### src/rtl/clt_noise_pkg.sv
package clt_noise_pkg;

  localparam int LFSR_W = 24;

  typedef struct packed {
    logic advance;   // step every uniform generator
    logic capture;   // load the output register
  } noiseStrobe_t;

  function automatic logic [LFSR_W-1:0] seedFor(input int idx);
    logic [LFSR_W-1:0] s;
    s = 24'h5A5A5A + LFSR_W'(idx) * 24'h3C6EF3;
    if (s == '0) s = 24'd1;
    return s;
  endfunction

  function automatic logic [LFSR_W-1:0] lfsrNext(input logic [LFSR_W-1:0] s);
    return {s[LFSR_W-2:0], s[23] ^ s[22] ^ s[21] ^ s[16]};
  endfunction

endpackage

### src/rtl/clt_noise_ctrl.sv
module clt_noise_ctrl
  import clt_noise_pkg::*;
(
  input  logic         clk,
  input  logic         rst,
  input  logic         enable,
  output noiseStrobe_t strobe,
  output logic         validQ
);

  always_comb begin
    strobe.advance = enable;
    strobe.capture = enable;
  end

  always_ff @(posedge clk) begin
    if (rst) validQ <= 1'b0;
    else     validQ <= enable;
  end

endmodule

### src/rtl/clt_noise_dp.sv
module clt_noise_dp
  import clt_noise_pkg::*;
#(
  parameter int NUM_SRC  = 4,
  parameter int SAMPLE_W = 16,
  parameter int RECIP_SH = 20
) (
  input  logic                       clk,
  input  logic                       rst,
  input  noiseStrobe_t               strobe,
  input  logic signed [SAMPLE_W-1:0] meanOffset,
  output logic signed [SAMPLE_W-1:0] sampleQ
);

  localparam int SUM_W   = SAMPLE_W + $clog2(NUM_SRC + 1);
  localparam int RECIP_W = RECIP_SH + 1;
  localparam int PROD_W  = SUM_W + RECIP_W;
  localparam int CEN_W   = SUM_W + 2;
  localparam logic [RECIP_W-1:0] RECIP_C =
    RECIP_W'(((64'd1 << RECIP_SH) + 64'(NUM_SRC / 2)) / 64'(NUM_SRC));
  localparam logic [PROD_W-1:0] ROUND_C = PROD_W'(1) << (RECIP_SH - 1);
  localparam logic signed [CEN_W-1:0] MID_C = CEN_W'(2 ** (SAMPLE_W - 1));
  localparam logic signed [CEN_W-1:0] MAX_C = CEN_W'(2 ** (SAMPLE_W - 1) - 1);
  localparam logic signed [CEN_W-1:0] MIN_C = -MID_C;

  logic [SAMPLE_W-1:0] uniVal [NUM_SRC];

  // Independent uniform sources, one per summed term
  for (genvar g = 0; g < NUM_SRC; g++) begin : gSrc
    logic [LFSR_W-1:0] lfsrQ;
    always_ff @(posedge clk) begin
      if (rst)                 lfsrQ <= seedFor(g);
      else if (strobe.advance) lfsrQ <= lfsrNext(lfsrQ);
    end
    assign uniVal[g] = lfsrQ[LFSR_W-1 -: SAMPLE_W];
  end

  logic [SUM_W-1:0]         sumAcc;
  logic [PROD_W-1:0]        prodFull;
  logic [PROD_W-1:0]        prodRnd;
  logic [SUM_W-1:0]         quot;
  logic signed [CEN_W-1:0]  centred;
  logic signed [SAMPLE_W-1:0] satVal;

  always_comb begin
    sumAcc = '0;
    for (int i = 0; i < NUM_SRC; i++) sumAcc = sumAcc + SUM_W'(uniVal[i]);
  end

  // Divide by NUM_SRC through a reciprocal multiply with rounding
  always_comb begin
    prodFull = PROD_W'(sumAcc) * PROD_W'(RECIP_C);
    prodRnd  = prodFull + ROUND_C;
    quot     = prodRnd[RECIP_SH +: SUM_W];
    centred  = $signed({2'b00, quot}) - MID_C + CEN_W'(meanOffset);
    if (centred > MAX_C)      satVal = MAX_C[SAMPLE_W-1:0];
    else if (centred < MIN_C) satVal = MIN_C[SAMPLE_W-1:0];
    else                      satVal = centred[SAMPLE_W-1:0];
  end

  always_ff @(posedge clk) begin
    if (rst)                 sampleQ <= '0;
    else if (strobe.capture) sampleQ <= satVal;
  end

endmodule

### src/rtl/clt_noise_gen.sv
module clt_noise_gen
  import clt_noise_pkg::*;
#(
  parameter int NUM_SRC = 4
) (
  input  logic               clk,
  input  logic               rst,
  input  logic               enable,
  input  logic signed [15:0] meanOffset,
  output logic signed [15:0] sampleOut,
  output logic               sampleValid
);

  noiseStrobe_t strobe;

  clt_noise_ctrl ctrl_i (
    .clk    (clk),
    .rst    (rst),
    .enable (enable),
    .strobe (strobe),
    .validQ (sampleValid)
  );

  clt_noise_dp #(
    .NUM_SRC  (NUM_SRC),
    .SAMPLE_W (16),
    .RECIP_SH (20)
  ) dp_i (
    .clk        (clk),
    .rst        (rst),
    .strobe     (strobe),
    .meanOffset (meanOffset),
    .sampleQ    (sampleOut)
  );

endmodule

### config.mk
export PLATFORM = sky130hd
export DESIGN_NAME = clt_noise_gen
export DESIGN_NICKNAME = d
export VERILOG_FILES = /design/src/rtl/clt_noise_pkg.sv /design/src/rtl/clt_noise_ctrl.sv /design/src/rtl/clt_noise_dp.sv /design/src/rtl/clt_noise_gen.sv
export SDC_FILE = /design/constraint.sdc
export NUM_CORES = 1
export LEC_CHECK = 0
export ABC_AREA = 1
export BUFFER_PORTS_ARGS = -buffer_cell sky130_fd_sc_hd__buf_2
export CORE_MARGIN = 2
export CORE_UTILIZATION = 40
export DETAILED_ROUTE_END_ITERATION = 7
export GPL_TIMING_DRIVEN = 0
export SLEW_MARGIN = 20
export SYNTH_ARGS = -nofsm -noshare
export SYNTH_HDL_FRONTEND = slang
export SYNTH_SLANG_ARGS = --single-unit
### constraint.sdc
create_clock -name clk -period 7.59 [get_ports clk]
set_clock_uncertainty 0.2 [all_clocks]
set_input_delay 0.759 -clock clk [delete_from_list [all_inputs] [get_ports clk]]
set_output_delay 0.759 -clock clk [all_outputs]
set_load 0.01 [all_outputs]
; ---- Word-level counts from Yosys, hierarchy flattened
; Cells that the tools add are included.
[word_totals]
register_bits = 113
input_bits = 19
out_inout_bits = 17
word_cells = 28
[classes]
add_sub_neg = 6
magnitude_cmp = 2
n_mux = 2
bitwise_logic = 12
[op_table]
columns = cell, n
row1 = $add 19x16->19, 2
row2 = $add 37x20->38 const B, 1
row3 = $mux 16, 2
row4 = $add 20x16->21, 1
row5 = $gt 21x16->1 const B, 1
row6 = $lt 21x16->1 const B, 1
row7 = $sub 18x16->19 const B, 1
row8 = $add 16x16->17, 1
row9 = $xor 1x1->1, 12

; ---- Depth between registers and ports, before layout
; Gate-level depths: netlist (run 1).
[logic_depth]
depth_word = 9
mapped_depth = 44
ltp_nobuf = 43

; ---- By module
; Synthesis (run 1) repeated with hierarchy kept, for this count alone.
[hier_totals]
cells_unflattened = 982
area_unflattened_um2 = 7280.7
[by_module_without_submodules]
columns = module, n_inst, cells_each, area_each_um2, seq_area_each_um2
row1 = clt_noise_dp, 1, 977, 7235.7, 2242.2
row2 = clt_noise_ctrl, 1, 5, 45.0, 20.0

; ---- Worst setup path after synthesis (run 1)
; OpenSTA, ideal clock, no wires.
[synth_timing]
path_type = register to register
from = reg dp_i.gSrc[1].lfsrQ[8]
to = reg dp_i.sampleQ[10]
setup_ns = 0.122
t_arrival_ns = 5.953
t_required_ns = 7.268
path_slack_ns = 1.315
path_stages_with_launch = 41
n_path_buf = 1
synth_period_minus_slack_ns = 6.275
path_cell_list = dfxtp_1 -> ha_1 -> inv_1 -> fa_1 -> inv_1 -> a31oi_1 -> o21bai_1 -> a21oi_1 -> o21ai_0 -> nand2_1 -> nand2_1 -> a21oi_1 -> nand2b_1 -> nand3_1 -> nand2_1 -> fa_1 -> inv_1 -> ha_1 -> [5 not listed] -> inv_1 -> nor2_1 -> inv_1 -> nor3_2 -> xnor2_1 -> ha_1 -> inv_1 -> ha_1 -> nand2_1 -> nor4_1 -> nand4_1 -> nand4_1 -> nand2_1 -> nor3_1 -> nand3_2 -> a21oi_4 -> buf_12 -> a21oi_2
[synth_between]
elab_chain_cells = 9
word_cells_on_any_way = 10
cone_classes = add/sub: 6 / order compare: 2 / mux: 2
[synth_lines]
columns = item, line_no
row1 = start: declaration, clt_noise_dp.sv:30  ; logic [LFSR_W-1:0] lfsrQ;
row2 = start signal: assignment, clt_noise_dp.sv:32  ; if (rst) lfsrQ <= seedFor(g);
row3 = start signal: assignment, clt_noise_dp.sv:33  ; else if (strobe.advance) lfsrQ <= lfsrNext(lfsrQ);
row4 = $add 16x16->17 (*), clt_noise_dp.sv:47  ; for (int i = 0; i < NUM_SRC; i++) sumAcc = sumAcc + SUM_W'(uniVal[i]);
row5 = $add 19x16->19 (*) (2 in a row), clt_noise_dp.sv:47
row6 = $add 37x20->38 (*), clt_noise_dp.sv:53  ; prodRnd = prodFull + ROUND_C;
row7 = $sub 18x16->19 (*), clt_noise_dp.sv:55  ; centred = $signed({2'b00, quot}) - MID_C + CEN_W'(meanOffset);
row8 = $add 20x16->21 (*), clt_noise_dp.sv:55
row9 = $lt 21x16->1, clt_noise_dp.sv:57  ; else if (centred < MIN_C) satVal = MIN_C[SAMPLE_W-1:0];
row10 = $mux 16, clt_noise_dp.sv:57
row11 = $mux 16 (*), clt_noise_dp.sv:56  ; if (centred > MAX_C) satVal = MAX_C[SAMPLE_W-1:0];
row12 = end signal: assignment, clt_noise_dp.sv:63  ; else if (strobe.capture) sampleQ <= satVal;
row13 = end: declaration, clt_noise_dp.sv:12  ; output logic signed [SAMPLE_W-1:0] sampleQ
; Every way passes the cells marked *; elsewhere a longest branch is shown, timed or not.
; A chain may end at the register's enable or synchronous reset.

; ---- Final worst setup path (run 1)
; Ends and elaborated chain as after synthesis.

==> results of run 1 <==
## power by group
group	internal (W)	switching [W]	leakage, nW	total (W)
logic	0.000971	0.00172	3.10	0.00269
clock network	0.000568	0.000283	0.302	0.000851
registers	0.000671	0.0000447	0.942	0.000716
total	0.00221	0.00205	4.34	0.00426
## worst reg2reg max path: cells and delay by family, from the launching register on
kind,cells,cell delay (ns)
flip-flops,1,0.40
AND/OR/NAND/NOR,17,2.18
AO/OA/AOI/OAI,9,1.47
XOR/XNOR,1,0.11
buffers and inverters,7,0.52
adder cells (fa/ha/maj),6,2.07
## sequential cells by signal, indices dropped and copies added, names as in the netlist
register / flops
dp_i.sampleQ: 16
dp_i.gSrc.lfsrQ: 96
ctrl_i.validQ: 1
## cell usage after synthesis (2+ instances only)
library cell and instances:
ha_1 53, buf_12 2, inv_1 153, nand2_2 17, nand3_2 6, xnor2_1 19, o211ai_1 2, nor2_1 98
fa_1 18, xor2_1 29, nor3_1 4, clkbuf_1 32, o21bai_1 5, nor2_2 3, dfxtp_1 113, nand2_1 220
nand3_1 69, buf_1 3, a21oi_1 88, o21ai_0 100, nor2_4 3, a21oi_2 10, nand3b_1 3, a21o_1 5
nand4_1 8
## worst paths after layout
| path | start | end | slack, ns | cells past startpoint |
|---|---|---|---|---|
| hold reg to reg | dp_i.gSrc[2].lfsrQ[6] | dp_i.gSrc[2].lfsrQ[6] | 0.26 | 2 |
| hold / removal | dp_i.gSrc[2].lfsrQ[6] | dp_i.gSrc[2].lfsrQ[6] | 0.26 | 2 |
| setup reg to reg | dp_i.gSrc[1].lfsrQ[8] | dp_i.sampleQ[10] | 0.55 | 40 |
| setup / recovery | dp_i.gSrc[1].lfsrQ[8] | dp_i.sampleQ[10] | 0.55 | 40 |
## area by class of cell
type	count	area (um2)	share of cell area, %
Buffer	38	176	2.01
Clock buffer	20	457	5.20
Clock inverter	12	183	2.08
Inverter	155	582	6.63
Multi-Input combinational cell	777	4620	52.6
Sequential cell	113	2260	25.8
Tap cell	234	293	3.34
Timing Repair Buffer	37	205	2.34
## layer usage
layer | part of all wire (%) | track usage, % | up-vias
li1 | - | - | 3589
met5 | 0 | 0 | -
met1 | 49 | 25.7 | 3131
met2 | 47 | 34.5 | 82
met3 | 2.6 | 3.31 | 12
met4 | 0.92 | 3.95 | 0
## logic make-up after synthesis
group           count (synthesis)
compound gates                218
xor+xnor                       49
fa+ha+maj                      71
buf+inv                       193
flops                         113
simple gates                  439
## repair_timing
action                     in CTS  in global routing
hold endpoints to repair        0                  0
buffers inserted                0                  3
gates resized for setup         0                  8
setup endpoints to repair       0                 15
## per-stage QoR
stage               cells  worst slack (ns)  utilization, %  TNS (ns)  power (W)
finish               1386             0.545            46.9         0    0.00426
global route         1386           -0.0516            46.9    -0.505    0.00467
CTS                  1383             0.341            46.5         0    0.00420
detailed placement   1351             0.380            43.1         0    0.00333
global placement     1351             0.395            43.1         0    0.00332
floorplan            1083              1.32               -         0    0.00273
==> results.yml, run 1 <==
status:
  status: "finished, final reports clean"
synthesis:
  synth_edf_count: 0
  yosys_warnings: 0
  synth_cells: 1083
  netlist_top_cells_area: "dfxtp_1 (30%), nand2_1 (11%), ha_1 (8.7%)"
  synth.area.mux_share_pct: 0
  synth_top_area_cell: "dfxtp_1"
  ys_ff_latch: 113
  avgSynthCellArea_um2: 7.02
  synth_area_mm2: 0.00760
  yosys_most_used_dff: "dfxtp_1"
  synthAdderAreaFrac_pct: 13.5
  yosys.area_share.simple_pct: 25.5
  yosysUniqueCellTypes: 45
  ys_seq_area_share_pct: 29.8
  synthXorXnorAreaFrac_pct: 5.74
  synth_top_cell_area_share_pct: 29.8
  synth_top_family_by_area: "simple AND/OR/NAND/NOR gates"
  synth_fp_nets: 1173
  async_flop_share_pct: 0
  synth-compound-area-share_pct: 15.6
route:
  wl_per_cell_um: 13.9
  firstDrtPassIters: 4
  vias: 6814
  route.detailed.drc: 0
  drtIter0Drc: 317
  routed_via_density: 4.92
  ant_nets: 0
  wl_um: 19300
floorplanning:
  io_pins: 36
  num_rows: 50
  die_y_um: 142
  dieArea_mm2: 0.0201
  die_width_um: 142
  start_util_pct: 40.6
  core_mm2: 0.0187
worst_setup_path:
  crit_path_frequent_cell: "nand2_1"
  crit_fanout: 10
  path_buf_inv: 7
  critical_path.top_delay_family: "simple AND/OR/NAND/NOR gates"
  cp-start-kind: "flop"
  worstSetupPathType: "flop to flop"
  critical_path_arrival_ns: 7.14
  endpoint_kind: "flop"
  cpPeakStageDelay_ns: 0.49
  cp_data_required_time_ns: 7.69
  cpMaxStageDelayCell: "fa_1"
timing:
  fmax_ghz: 0.142
  hold_viol_final: 0
  relSlewSlack_pct: 53.8
  slew_viol_final: 0
  tightest_slew_ns: 0.693
  finalSetupViolCount: 0
  holdWs_ns: 0.257
  period_share_pct: 92.8
  period_needed_ns: 7.04
global_routing:
  grt_use_total_pct: 19.7
  antenna_found_initial: 0
  grt_max_degree: 17
  first_global_vias: 6606
  grt_pass1_wl_um: 31700
  grt_overflow: 0
power:
  p_per_area_mw_per_mm2: 485
  ir_drop_v: 0.000217
  power.leakage_nw: 4.34
placed_design:
  routabilityCongestion: 0.880
  placed_area_mm2: 0.00807
  dpl.hpwl_um: 15100
  port_buffers: 34
cells_and_area:
  fin_area_mm2: 0.00878
  fillers: 1920
  syn_to_final_growth_pct: 15.4
  mostFrequentLayoutCells: "nand2_1 (220), inv_1 (153), dfxtp_1 (113)"
  antenna_cells: 0
  final_nets: 1229
  layout-drive-gt1-share_pct: 10.7
  layout.cells.most_common: "nand2_1"
clocking:
  cts_made_buffers: 17
  cts_buffer_depth: 2
  cts.clk_slew.worst_paths_ns: 0.05
  clock-root-buffer: "clkbuf_16"
  cts_max_level: 4
  numClockSinks: 113
  cts_tree: "yes"
  clk_latency_ns: 0.41
  holdBufCountCts: 0
hold_path:
  hp-class: "flop to flop"
run:
  cap_violations: 0
Note: power is estimated with default switching activity, not from simulation.
==> inputs of run 2 (changes only) <==
- CTS_BUF_LIST: default -> sky130_fd_sc_hd__clkbuf_4 sky130_fd_sc_hd__clkbuf_8 sky130_fd_sc_hd__clkbuf_16
==> run 2 against run 1 <==
Compared with the run above:
- via count is essentially flat
- non-clock buffer count is the same
- cell count is the same
- first-iteration DRC count grew 0.63%
- utilization is essentially flat
- die area is the same
- global-route usage is the same
- sequential power is essentially flat
- power grew 0.11%
==> results.yml, run 2 (synthesis gave the netlist of run 1 again) <==
route:
  wl_per_cell_um: 13.9
  route.detailed.drc: 0
  wl_um: 19300
  drtIter0Drc: 319
  routed_via_density: 4.92
  ant_nets: 0
  vias: 6817
  firstDrtPassIters: 4
worst_setup_path:
  r2r_cells: 40
  endpoint_kind: "flop"
  cp_data_required_time_ns: 7.69
  cp-start-kind: "flop"
  crit_fanout: 10
  crit_path_frequent_cell: "nand2_1"
  worstSetupPathType: "flop to flop"
  r2r-start: "dp_i.gSrc[1].lfsrQ[8]"
  critical_path_arrival_ns: 7.14
  rrSetupSlack_ns: 0.54
  r2r_end: "dp_i.sampleQ[10]"
  cpMaxStageDelayCell: "fa_1"
  cpPeakStageDelay_ns: 0.49
global_routing:
  antenna_found_initial: 0
  grt_pass1_wl_um: 31700
  grt_max_degree: 17
  grt_overflow: 0
  first_global_vias: 6606
  grt_use_total_pct: 19.7
clocking:
  clk_latency_ns: 0.41
  cts_tree: "yes"
  cts.clk_slew.worst_paths_ns: 0.06
  holdBufCountCts: 0
  cts_max_level: 4
  clock-root-buffer: "clkbuf_16"
  numClockSinks: 113
  cts_buffer_depth: 2
  cts_made_buffers: 17
floorplanning:
  start_util_pct: 40.6
  die_y_um: 142
  num_rows: 50
  die_width_um: 142
  io_pins: 36
  dieArea_mm2: 0.0201
  core_mm2: 0.0187
hold_path:
  min_to: "dp_i.gSrc[2].lfsrQ[6]"
  hold_depth: 2
  hp-class: "flop to flop"
  hold_start: "dp_i.gSrc[2].lfsrQ[6]"
cells_and_area:
  fillers: 1919
  syn_to_final_growth_pct: 15.5
  antenna_cells: 0
  final_nets: 1229
  reg.largest.list: "dp_i.gSrc.lfsrQ (96), dp_i.sampleQ (16), ctrl_i.validQ (1)"
  regMostFlops: "dp_i.gSrc.lfsrQ"
  layout-drive-gt1-share_pct: 10.8
  multi_input_area_mm2: 0.00462
  largest_register_ffs: 96
  mostFrequentLayoutCells: "nand2_1 (220), inv_1 (153), dfxtp_1 (113)"
  register_area_mm2: 0.00226
  layout.cells.most_common: "nand2_1"
power:
  switching_share_pct: 48.1
  p_per_area_mw_per_mm2: 485
  p_total_w: 0.00426
  p_seq_share_pct: 16.8
  power_frac_comb_pct: 63.1
  ir_drop_v: 0.000217
  power.leakage_nw: 4.34
  pwr-share-clk_pct: 20.1
  p_int_w: 0.00221
  switching_power_w: 0.00205
timing:
  fmax_ghz: 0.142
  period_needed_ns: 7.05
  tightest_slew_ns: 0.693
  period_share_pct: 92.8
  finalSetupViolCount: 0
  slew_viol_final: 0
  hold_viol_final: 0
  setup_tns_ns: 0
  relSlewSlack_pct: 53.8
  setup_ws_ns: 0.544
placed_design:
  port_buffers: 34
  pre_cts_ws_ns: 0.380
  dpl.hpwl_um: 15100
  routabilityCongestion: 0.880
run:
  cap_violations: 0
status:
  status: "finished, final reports clean"
-- run 2: changes by cell type in the layout (fill, tap and decap cells not counted) --
cell / before / now
clkbuf_1: 33 / 32
clkbuf_4: 0 / 1
-- run 2: layer usage --
| layer | track usage (%) | vias to the layer above | part of all wire [%] |
|---|---|---|---|
| met2 | 34.5 | 84 | 47 |
| met3 | 3.31 | 12 | 2.7 |
| met1 | 25.7 | 3131 | 49 |
| met4 | 3.95 | 0 | 0.92 |
| li1 | - | 3590 | - |
| met5 | 0 | - | 0 |
-- run 2: what timing repair did --
| action | in CTS | in global routing |
|---|---|---|
| resized for setup | 0 | 8 |
| buffers inserted | 0 | 3 |
| setup endpoints to repair | 0 | 15 |
-- run 2: power groups by stage --
stage          registers (W)  logic (W)  clock network [W]
2_1_floorplan       0.000734    0.00200                  0
3_3_place_gp        0.000726    0.00260                  0
3_5_place_dp        0.000727    0.00260                  0
4_1_cts             0.000715    0.00262           0.000868
5_1_grt             0.000723    0.00306           0.000896
6_report            0.000716    0.00269           0.000855
-- run 2: layout make-up --
| class | count | share of cell area [%] |
|---|---|---|
| multi-input cells | 777 | 52.6 |
| repair buffers | 37 | 2.34 |
| well taps | 234 | 3.33 |
| clock inverters | 12 | 2.08 |
| clock buffers | 20 | 5.24 |
| flip-flops and latches | 113 | 25.8 |
| plain buffers | 38 | 2.01 |
| inverters | 155 | 6.63 |
-- run 2: worst max-delay path by stage --
stage,start,end,slack [ns],depth (start not counted)
global placement,dp_i.gSrc[1].lfsrQ[8],dp_i.sampleQ[6],0.39,40
detailed placement,dp_i.gSrc[1].lfsrQ[8],dp_i.sampleQ[5],0.38,40
CTS,dp_i.gSrc[1].lfsrQ[8],dp_i.sampleQ[5],0.34,40
floorplan,dp_i.gSrc[1].lfsrQ[8],dp_i.sampleQ[10],1.32,40
finish,dp_i.gSrc[1].lfsrQ[8],dp_i.sampleQ[10],0.54,40
global route,dp_i.gSrc[1].lfsrQ[8],dp_i.sampleQ[10],-0.05,40
-- run 2: critical path, delay by kind of cell (launching register included) --
kind,cells,cell delay [ns]
xor+xnor,1,0.11
buf+inv,7,0.52
simple gates,17,2.17
compound gates,9,1.46
flops,1,0.40
fa+ha+maj,6,2.07
-- run 2: stage by stage --
step | util [%] | cell area [um2] | hold slack, ns | instances
after floorplan | - | 7600 | 0.229 | 1083
after global placement | 43.1 | 8070 | 0.243 | 1351
after detailed placement | 43.1 | 8070 | 0.244 | 1351
after CTS | 46.6 | 8710 | 0.259 | 1383
after global routing | 46.9 | 8780 | 0.278 | 1386
final | 46.9 | 8780 | 0.257 | 1386
==> inputs of run 3 (changes only) <==
- HOLD_SLACK_MARGIN: default -> 0.15
- PLACE_DENSITY_LB_ADDON: default -> 0.05
==> run 3 against run 2 <==
Compared with the run above:
- global-route usage increased by 1.1 points
- clock power decreased by 8.7%
- power decreased by 2.1%
==> results.yml, run 3 (synthesis gave the netlist of run 1 again) <==
status:
  status: "finished, final reports clean"
cells_and_area:
  fin_area_mm2: 0.00869
  final_nets: 1228
  largest_register_ffs: 96
  mostFrequentLayoutCells: "nand2_1 (220), inv_1 (153), dfxtp_1 (112)"
  reg.largest.list: "dp_i.gSrc.lfsrQ (96), dp_i.sampleQ (16), ctrl_i.validQ (1)"
  layout-drive-gt1-share_pct: 10.7
  antenna_cells: 0
  syn_to_final_growth_pct: 14.4
  layout.cells.most_common: "nand2_1"
  final_util_pct: 46.5
  regMostFlops: "dp_i.gSrc.lfsrQ"
hold_path:
  hp-class: "flop to flop"
  hold_start: "dp_i.gSrc[1].lfsrQ[2]"
  hold_depth: 2
  min_to: "dp_i.gSrc[1].lfsrQ[2]"
timing:
  hold_viol_final: 0
  setup_tns_ns: 0
  tightest_slew_ns: 0.676
  rsz0062_at_grt: "no"
  relSlewSlack_pct: 55.0
  finalSetupViolCount: 0
  period_share_pct: 92.6
  fmax_ghz: 0.142
  slew_viol_final: 0
  period_needed_ns: 7.03
worst_setup_path:
  path_buf_inv: 7
  cp_data_required_time_ns: 7.69
  r2r_cells: 41
  crit_fanout: 6
  cpPeakStageDelay_ns: 0.48
  rrSetupSlack_ns: 0.56
  endpoint_kind: "flop"
  critical_path.top_delay_family: "simple AND/OR/NAND/NOR gates"
  worstSetupPathType: "flop to flop"
  crit_path_frequent_cell: "nand2_1"
  r2r-start: "dp_i.gSrc[0].lfsrQ[8]"
  critical_path_arrival_ns: 7.13
  cp-start-kind: "flop"
  startpoint: "dp_i.gSrc[0].lfsrQ[8]"
  cpMaxStageDelayCell: "fa_1"
  r2r_end: "dp_i.sampleQ[2]"
route:
  ant_nets: 0
  wl_per_cell_um: 14.5
  route.detailed.drc: 0
  routed_via_density: 4.88
  firstDrtPassIters: 5
  vias: 6755
  wl_um: 20000
  drtIter0Drc: 301
placed_design:
  routabilityCongestion: 0.834
  port_buffers: 34
  dpl.hpwl_um: 16000
  placed_area_mm2: 0.00807
power:
  power_frac_comb_pct: 64.1
  ir_drop_v: 0.000255
  power.leakage_nw: 4.31
  pwr-share-clk_pct: 18.7
  switching_power_w: 0.00205
  switching_share_pct: 49.1
  p_int_w: 0.00212
  p_seq_share_pct: 17.1
  p_per_area_mw_per_mm2: 480
clocking:
  clk_latency_ns: 0.41
  numClockSinks: 113
  clock-root-buffer: "clkbuf_16"
  cts_buffer_depth: 2
  cts_made_buffers: 17
  cts_max_level: 4
  cts_tree: "yes"
  cts.clk_slew.worst_paths_ns: 0.06
  holdBufCountCts: 0
floorplanning:
  core_mm2: 0.0187
  io_pins: 36
  num_rows: 50
  start_util_pct: 40.6
  die_y_um: 142
  dieArea_mm2: 0.0201
  die_width_um: 142
global_routing:
  grt_pass1_wl_um: 32900
  grt_use_total_pct: 20.9
  antenna_found_initial: 0
  first_global_vias: 6567
  grt_max_degree: 17
  grt_overflow: 0
run:
  cap_violations: 0
## run 3: layer usage
| layer | track usage [%] | share of wire (%) | vias up |
|---|---|---|---|
| li1 | - | - | 3593 |
| met1 | 27.3 | 49 | 3070 |
| met2 | 36.8 | 47 | 73 |
| met3 | 2.46 | 2.1 | 19 |
| met4 | 4.89 | 1.1 | 0 |
| met5 | 0 | 0 | - |
## run 3: worst register-to-register path: cells and delay by family, from the launching register on
kind                     cells  cell delay, ns
XOR/XNOR                     1            0.12
adder cells (fa/ha/maj)      6            2.08
AND/OR/NAND/NOR             20            2.57
flip-flops                   1            0.39
AO/OA/AOI/OAI                7            1.04
buffers and inverters        7            0.53
## run 3: worst max-delay path by stage
stage / depth (start not counted) / end / slack (ns)
finish: 41 / dp_i.sampleQ[2] / 0.56
global route: 41 / dp_i.sampleQ[0] / 0.02
CTS: 40 / dp_i.sampleQ[9] / 0.17
detailed placement: 40 / dp_i.sampleQ[9] / 0.21
global placement: 40 / dp_i.sampleQ[11] / 0.26
floorplan: 40 / dp_i.sampleQ[10] / 1.32
## run 3: layout make-up
| class | count | area (um2) |
|---|---|---|
| multi-input combinational | 777 | 4620 |
| tap | 234 | 293 |
| clock inverter | 10 | 111 |
| inverter | 155 | 582 |
| buffer | 38 | 176 |
| timing repair buffer | 36 | 185 |
| fill | 1980 | 10000 |
| clock buffer | 21 | 468 |
| sequential | 113 | 2260 |
## run 3: what timing repair did
action	4_1_cts	5_1_grt
resized for setup	0	9
setup endpoints to repair	0	15
setup buffers	0	2
## run 3: power groups by stage
| stage | Sequential, W | Clock (W) | Combinational, W |
|---|---|---|---|
| global route | 0.000724 | 0.000821 | 0.00305 |
| CTS | 0.000716 | 0.000794 | 0.00265 |
| global placement | 0.000727 | 0 | 0.00265 |
| floorplan | 0.000734 | 0 | 0.00200 |
| detailed placement | 0.000728 | 0 | 0.00263 |
| finish | 0.000715 | 0.000781 | 0.00268 |
## run 3: stage by stage
step | hold WS [ns] | total power (W) | setup slack, ns | std cells
3_3_place_gp | 0.245 | 0.00338 | 0.260 | 1351
4_1_cts | 0.263 | 0.00416 | 0.169 | 1382
6_report | 0.262 | 0.00417 | 0.564 | 1384
2_1_floorplan | 0.229 | 0.00273 | 1.32 | 1083
5_1_grt | 0.281 | 0.00459 | 0.0181 | 1384
3_5_place_dp | 0.250 | 0.00336 | 0.209 | 1351
